## src/rtl/wbs_pkg.sv

```systemverilog
package wbs_pkg;

    localparam int MAX_BL = 8;
    localparam int MAX_PAIRS = MAX_BL / 2;
    localparam int PAIR_W = $clog2(MAX_PAIRS + 1);
    localparam int LEN_W = $clog2(MAX_BL + 1);

    typedef logic [PAIR_W-1:0] pair_t;
    typedef logic [LEN_W-1:0]  len_t;

    typedef enum logic [1:0] {
        BL_TWO   = 2'd0,
        BL_FOUR  = 2'd1,
        BL_EIGHT = 2'd2,
        BL_ALT8  = 2'd3
    } bl_code_e;

    // burst state: pairs still to pull and wanted elements left
    typedef struct packed {
        pair_t pairs;
        len_t  want;
    } ctrl_st_t;

    // strobe level and enable, bit 0 = first half-cycle
    typedef struct packed {
        logic [1:0] level;
        logic [1:0] oe;
    } strb_st_t;

    function automatic pair_t pairs_for(input logic [1:0] code);
        case (bl_code_e'(code))
            BL_TWO:  return pair_t'(1);
            BL_FOUR: return pair_t'(2);
            default: return pair_t'(MAX_PAIRS);
        endcase
    endfunction

    function automatic len_t eff_len(input logic [1:0] code, input len_t n);
        len_t limit;
        limit = len_t'(pairs_for(code)) << 1;
        return ((n == '0) || (n > limit)) ? limit : n;
    endfunction

endpackage

```

## src/rtl/wbs_ctrl.sv

```systemverilog
module wbs_ctrl
    import wbs_pkg::*;
(
    input  logic       clk,
    input  logic       rst_n,
    input  logic       req,
    input  logic [1:0] bl_code,
    input  len_t       len,
    output logic       take,
    output logic [1:0] pad,
    output logic       pend_next
);

    ctrl_st_t s_d, s_q;

    assign take = (s_q.pairs != '0);

    always_comb begin
        s_d = s_q;
        pad = 2'b00;
        if (take) begin
            pad[0] = (s_q.want == '0);
            pad[1] = (s_q.want <= len_t'(1));
            s_d.pairs = s_q.pairs - pair_t'(1);
            s_d.want  = (s_q.want >= len_t'(2)) ? (s_q.want - len_t'(2)) : '0;
        end
        // a new request overrides the rest of the running burst
        if (req) begin
            s_d.pairs = pairs_for(bl_code);
            s_d.want  = eff_len(bl_code, len);
        end
        pend_next = (s_d.pairs != '0);
    end

    always_ff @(posedge clk or negedge rst_n) begin
        if (!rst_n) s_q <= '0;
        else        s_q <= s_d;
    end

    // every accepted request pulls a pair in the next cycle
    a_r7_req_then_take: assert property (@(posedge clk) disable iff (!rst_n)
        req |=> take);

endmodule

```

## src/rtl/wbs_strobe.sv

```systemverilog
module wbs_strobe
    import wbs_pkg::*;
(
    input  logic       clk,
    input  logic       rst_n,
    input  logic       take,
    input  logic       pend_next,
    output logic [1:0] level,
    output logic [1:0] oe
);

    strb_st_t s_d, s_q;
    logic     was_data;

    assign was_data = (s_q.level == 2'b01);

    always_comb begin
        s_d = s_q;
        if (take) begin
            s_d.level = 2'b01;
            s_d.oe    = 2'b11;
        end else begin
            s_d.level = 2'b00;
            s_d.oe    = {pend_next, pend_next | was_data};
        end
    end

    always_ff @(posedge clk or negedge rst_n) begin
        if (!rst_n) s_q <= '0;
        else        s_q <= s_d;
    end

    assign level = s_q.level;
    assign oe    = s_q.oe;

    // a taken pair is driven with a rising edge in the following cycle
    a_r10_take_then_edge: assert property (@(posedge clk) disable iff (!rst_n)
        take |=> (level == 2'b01));

    // a burst end with nothing pending leaves a low, enabled first half
    a_r5_postamble: assert property (@(posedge clk) disable iff (!rst_n)
        (level == 2'b01 && !take) |=> (level == 2'b00 && oe[0]));

    // an enabled low second half is always followed by data
    a_r2_preamble_leads: assert property (@(posedge clk) disable iff (!rst_n)
        (oe[1] && level == 2'b00) |=> (level == 2'b01));

endmodule

```

## src/rtl/wbs_lanes.sv

```systemverilog
module wbs_lanes #(
    parameter int DW = 16,
    parameter int MW = 2
) (
    input  logic            clk,
    input  logic            rst_n,
    input  logic            take,
    input  logic [1:0]      pad,
    input  logic [2*DW-1:0] src_data,
    input  logic [2*MW-1:0] src_mask,
    output logic [2*DW-1:0] lane_data,
    output logic [2*MW-1:0] lane_mask
);

    typedef struct packed {
        logic [DW-1:0] data;
        logic [MW-1:0] mask;
    } lane_t;

    for (genvar h = 0; h < 2; h++) begin : g_half
        lane_t l_d, l_q;

        always_comb begin
            l_d = '0;
            if (take) begin
                l_d.data = src_data[h*DW +: DW];
                l_d.mask = src_mask[h*MW +: MW] | {MW{pad[h]}};
            end
        end

        always_ff @(posedge clk or negedge rst_n) begin
            if (!rst_n) l_q <= '0;
            else        l_q <= l_d;
        end

        assign lane_data[h*DW +: DW] = l_q.data;
        assign lane_mask[h*MW +: MW] = l_q.mask;

        // a padding element leaves the lane fully masked
        a_r9_pad_masked: assert property (@(posedge clk) disable iff (!rst_n)
            (take && pad[h]) |=> (lane_mask[h*MW +: MW] == {MW{1'b1}}));
    end

endmodule

```

## src/rtl/ddr_wr_strobe_gen.sv

```systemverilog
module ddr_wr_strobe_gen
    import wbs_pkg::*;
#(
    parameter  int DW = 16,
    localparam int MW = DW / 8
) (
    input  logic            clk,
    input  logic            rst_n,
    input  logic            wr_req,
    input  logic [1:0]      wr_bl,
    input  logic [3:0]      wr_len,
    input  logic [2*DW-1:0] src_data,
    input  logic [2*MW-1:0] src_mask,
    output logic            src_take,
    output logic [1:0]      strobe_half,
    output logic [1:0]      strobe_oe,
    output logic [2*DW-1:0] lane_data,
    output logic [2*MW-1:0] lane_mask
);

    logic       take;
    logic [1:0] pad;
    logic       pend_next;

    wbs_ctrl i_ctrl (
        .clk       (clk),
        .rst_n     (rst_n),
        .req       (wr_req),
        .bl_code   (wr_bl),
        .len       (len_t'(wr_len)),
        .take      (take),
        .pad       (pad),
        .pend_next (pend_next)
    );

    wbs_strobe i_strobe (
        .clk       (clk),
        .rst_n     (rst_n),
        .take      (take),
        .pend_next (pend_next),
        .level     (strobe_half),
        .oe        (strobe_oe)
    );

    wbs_lanes #(.DW(DW), .MW(MW)) i_lanes (
        .clk       (clk),
        .rst_n     (rst_n),
        .take      (take),
        .pad       (pad),
        .src_data  (src_data),
        .src_mask  (src_mask),
        .lane_data (lane_data),
        .lane_mask (lane_mask)
    );

    assign src_take = take;

endmodule

```

## config.mk

```make
export PLATFORM = sky130hd
export DESIGN_NAME = ddr_wr_strobe_gen
export DESIGN_NICKNAME = d
export VERILOG_FILES = /design/src/rtl/wbs_pkg.sv /design/src/rtl/wbs_ctrl.sv /design/src/rtl/wbs_strobe.sv /design/src/rtl/wbs_lanes.sv /design/src/rtl/ddr_wr_strobe_gen.sv
export SDC_FILE = /design/constraint.sdc
export NUM_CORES = 1
export LEC_CHECK = 0
export ABC_AREA = 0
export CAP_MARGIN = 20
export CELL_PAD_IN_SITES_DETAIL_PLACEMENT = 1
export CELL_PAD_IN_SITES_GLOBAL_PLACEMENT = 2
export CORE_UTILIZATION = 24
export CTS_BUF_LIST = sky130_fd_sc_hd__clkbuf_4 sky130_fd_sc_hd__clkbuf_8 sky130_fd_sc_hd__clkbuf_16
export DETAILED_ROUTE_END_ITERATION = 16
export PLACE_DENSITY_LB_ADDON = 0.1
export REMOVE_ABC_BUFFERS = 1
export SYNTH_ARGS = -nofsm -noshare
export SYNTH_HDL_FRONTEND = slang
export SYNTH_SLANG_ARGS = --single-unit
export TNS_END_PERCENT = 5
```

## constraint.sdc

```tcl
create_clock -name clk -period 2.27 [get_ports clk]
set_clock_uncertainty 0.1 [all_clocks]
set_input_delay 0.227 -clock clk [delete_from_list [all_inputs] [get_ports clk]]
set_output_delay 0.227 -clock clk [all_outputs]
set_load 0.01 [all_outputs]
```

# Yosys cells after proc, flatten, opt, wreduce, memory -nomap -nowiden
# Cells that the tools add are included.
[classes]
addsub = 2
order_cmp = 3
n_eq_ne = 2
muxes = 10
bitwise = 3
reduce_logical = 7
[op_table]
columns = ["operator", "n"]
rows = [
  ["$mux W18", 2],
  ["$mux W7", 2],
  ["$logic_not A4 Y1", 2],
  ["$mux W4", 2],
  ["$mux W3", 2],
  ["$pmux W3 S2", 1],
  ["$reduce_bool A3 Y1", 2],
  ["$eq A2 B1 Y1 const B", 2],
  ["$ge A4 B2 Y1 const B", 1],
  ["$gt A4 B4 Y1", 1],
  ["$le A4 B1 Y1 const B", 1],
  ["$or A2 B2 Y2", 2],
  ["$sub A4 B2 Y4 const B", 1],
  ["$sub A3 B1 Y3 const B", 1],
  ["$logic_not A2 Y1", 1],
  ["$mux W2", 1],
  ["$reduce_bool A2 Y1", 1],
  ["$logic_or A1 B1 Y1", 1],
  ["$or A1 B1 Y1", 1],
]
[word_totals]
regBits = 47
input_bits = 45

# Longest topological paths before layout
[depth]
ltp_word = 10
mapped_depth = 8
ltp_nobuf = 7

# Cells and area by module
# Synthesis repeated with hierarchy kept, for this count alone.
[hier_totals]
hier_cells = 146
area_unflattened_um2 = 1841.8
[by_module_without_submodules]
columns = ["mod", "n_inst", "cells_each", "area_each_um2", "seq_area_each_um2"]
rows = [
  ["wbs_lanes", 1, 75, 1164.9, 900.9],
  ["wbs_ctrl", 1, 63, 570.5, 175.2],
  ["wbs_strobe", 1, 8, 106.4, 75.1],
]

# Worst setup path before layout
# Ideal clock, no wire load.
[synth_path]
path_kind = "input -> register"
start = "in wr_bl[0]"
end = "reg i_ctrl.s_q[3] in the netlist's numbering"
arrival_ps = 1531
setup_slack_ps = 513
cell_stages = 7
path_buffers = 0
path_cell_list = "nor2b_1 > inv_1 > ha_1 > nor2b_2 > o221ai_1 > and2_4 > a221o_2"
[synth_between]
elab_chain_cells = 7
word_cells_on_any_way = 8
[synth_lines]
columns = ["element", "line_no", "source"]
rows = [
  ["from (decl)", "ddr_wr_strobe_gen.sv:10", "input logic [1:0] wr_bl,"],
  ["$eq A2 B1 Y1 / $logic_not A2 Y1 (equally long branches)", "wbs_pkg.sv:31", "case (bl_code_e'(code))"],
  ["$pmux W3 S2 (*)", "wbs_pkg.sv:31", ""],
  ["$mux W3 (*)", "wbs_ctrl.sv:28", "if (req) begin"],
  ["$gt A4 B4 Y1", "wbs_pkg.sv:41", "return ((n == '0) || (n > limit)) ? limit : n;"],
  ["$logic_or A1 B1 Y1", "wbs_pkg.sv:41", ""],
  ["$mux W4 (*)", "wbs_pkg.sv:41", ""],
  ["$mux W7 (*)", "wbs_ctrl.sv:28", ""],
  ["to (signal assigned)", "wbs_ctrl.sv:36", "if (!rst_n) s_q <= '0;"],
  ["to (signal assigned)", "wbs_ctrl.sv:37", "else s_q <= s_d;"],
  ["to (decl)", "wbs_ctrl.sv:14", "ctrl_st_t s_d, s_q;"],
]
# Mark *: on every way between the ends. The rest lies on a longest branch, timed or not. The select of a mux whose other input is x is not followed.
# A chain may end at the register's enable or synchronous reset.

# Worst setup path after layout
[layout_path]
start = "in wr_bl[1]"
end = "reg i_ctrl.s_q[1] in the netlist's numbering"
# Same word-level chain as after synthesis.

==> impl_metrics.yaml <==
synth:
  yosysSeqAreaShare_pct: 63.1
  synth.ff_latch_count: 46
  yosysWarnings: 0
  postSynthAreaPerCell_um2: 12.1
  syn-cell-area_um2: 1820
  yosys.area.top_type: "dfrtp_1"
  ys_top_cells_by_area: "dfrtp_1, and2_1, ha_1"
  synth_edf_count: 0
  synth_cell_types: 32
  yosysTopAreaCellShare_pct: 63.1
  yosys_most_used_dff: "dfrtp_1"
  async_flop_share_pct: 100
  synthCells: 151
placed_design:
  io_buffers: 84
  dp_cells: 336
  dp_hpwl_mm: 3.54
  postPlaceCellArea_um2: 2810
  gp_congestion: 0.829
clock_tree:
  cts_tree: "yes"
  clockBufferDepth: 2
  cts_max_level: 2
  cts_buffers: 5
  root_buffer: "clkbuf_8"
  cts_setup_buffers: 0
  cts_sinks: 46
  worst_skew_pair.late_latency_ns: 0.29
  clkTransAtPathRegs_ns: 0.08
worst_setup_path:
  crit_type: "in2reg"
  worst_setup_path_start_kind: "primary input"
  cp_max_fo: 5
  cp-end-kind: "register"
  required_ns: 2.35
  cp_data_arrival_time_ns: 2.20
die:
  ios: 86
  coreArea_um2: 7290
  die_w_um: 89.2
  die_area_um2: 7950
  rows: 31
  die_h_um: 89.2
  start_util_pct: 25.0
global_route:
  grt_pass1_wl_mm: 7.39
  grtUsageMet1_pct: 15.4
  gr-total-overflow: 0
  first_global_vias: 1465
  groute.layer.met3.usage_pct: 3.42
  grt_max_degree: 27
  use_met2_pct: 20.7
  top_usage_layer: "met2"
  grt_util_all_layers_pct: 12.3
  antenna_found_initial: 0
drt:
  route.vias.total: 1415
  detail_route.drc_violations: 0
  drt_iter0_drc: 13
  drt_pass1_iterations: 4
  avgRoutedWirePerCell_um: 13.1
  ant_nets: 0
  wl_mm: 4.50
  vias_per_cell: 4.10
timing:
  setup_tns_ns: 0
  slew_headroom_pct: 65.6
  maxSlewViolCount: 0
  setup_viol: 0
  finalHoldViolCount: 0
  rsz0062_at_grt: "false"
  worst_slew_pin_slew_ns: 0.512
  period_minus_slack_ns: 2.12
  max_freq_ghz: 0.473
  fin_crit_sh_pct: 93.2
pwr:
  p_per_area_nw_per_um2: 824
  ir_worst_vdd_v: 0.000211
  power_leakage_nw: 1.25
run:
  drv_cap: 0
final_layout:
  fill_cells: 835
  stdcell_count: 345
  mostFrequentLayoutCells: "clkdlybuf4s50_1, dfrtp_1, and2_1, nor2_1, buf_4"
  nNetsFinal: 296
  final_layout_size_suffix_gt1_share_pct: 11.8
  syn_to_final_growth_pct: 60.4
  final_common_cell: "clkdlybuf4s50_1"
  fin_area_um2: 2930
  num_antenna_cells: 0
hold_path:
  hold_class: "in2async"
outcome:
  status: "completed"
-- Yosys cell counts, types with 3 or more instances --
cell type	number
a21oi_1	4
a221o_2	3
and2_1	32
clkbuf_1	3
dfrtp_1	46
ha_1	6
inv_1	9
nand2_1	6
nor2_1	11
o21ai_0	4
-- layout make-up --
| type | instances | area [µm²] | area share [%] |
|---|---|---|---|
| inverter | 9 | 33.8 | 1.15 |
| sequential | 46 | 1150 | 39.3 |
| tap | 99 | 124 | 4.23 |
| timing repair buffer | 95 | 923 | 31.6 |
| clock inverter | 1 | 8.76 | 0.299 |
| multi-input combinational | 88 | 589 | 20.1 |
| clock buffer | 7 | 96.3 | 3.29 |
-- flip-flops by register name, indices dropped and copies added (netlist names) --
signal,cells
i_strobe.oe,2
i_ctrl.s_q,7
i_lanes.lane_mask,4
i_strobe.level,1
i_lanes.lane_data,32
-- routing by layer --
metal	part of all wire, %	up-vias
met5	0	-
met4	1.1	0
met3	7.1	4
met2	50	50
met1	42	691
li1	-	670
-- logic make-up after synthesis --
family                     after synthesis  synth area share [%]
AOI/OAI and AO/OA                       17                  6.86
xor gates and xnor gates                 1                 0.480
adders and majority gates                6                  4.12
buffers and inverters                   17                  4.59
DFF                                     46                  63.1
muxes                                    1                 0.549
other                                    1                 0.206
and+or+nand+nor                         62                  20.1
-- path summary, 6_finish.rpt --
path / startpoint / end / slack (ns) / cells past startpoint
worst max-delay path: wr_bl[1] / i_ctrl.s_q[1] / 0.15 / 8
worst min-delay path: rst_n / i_lanes.lane_data[29] / 0.19 / 2
worst max register to register: i_ctrl.s_q[4] / i_strobe.oe[0] / 0.46 / 6
worst min register to register: i_strobe.level[0] / i_strobe.oe[0] / 0.37 / 1
max in group asynchronous: rst_n / i_lanes.lane_mask[1] / 1.33 / 3
min in group clk: i_strobe.level[0] / i_strobe.oe[0] / 0.37 / 1
-- where the power goes --
group / internal, mW / leakage, nW / switching (mW) / total, mW
logic: 0.467 / 0.643 / 0.349 / 0.816
registers: 0.978 / 0.551 / 0.0683 / 1.05
clock network: 0.279 / 0.0544 / 0.271 / 0.550
total: 1.72 / 1.25 / 0.688 / 2.41
-- critical path, stage by stage --
cell and delay (ns):
clkdlybuf4s50_1 0.49, nor2b_1 0.18, inv_1 0.09, ha_1 0.30, nor2b_2 0.16, o221ai_1 0.17
and2_4 0.20, a221o_2 0.37
-- repair_timing --
action / CTS / global route
setup endpoints to repair: 1 / 1
hold buffers: 1 / 0
gates resized for setup: 1 / 1
endpoints found under the hold margin: 46 / 0
-- metrics by stage --
step,hold slack (ns),power [mW],util (%),setup WS [ns]
floorplan,-0.169,1.41,-,0.0586
global placement,-0.0331,1.87,38.5,-0.0363
CTS,0.182,2.47,40.1,0.0608
finish,0.186,2.41,40.1,0.155
global route,0.201,2.59,40.1,0.0124
detailed placement,-0.0325,1.90,38.5,-0.178
Note: power is estimated with default switching activity, not from simulation.
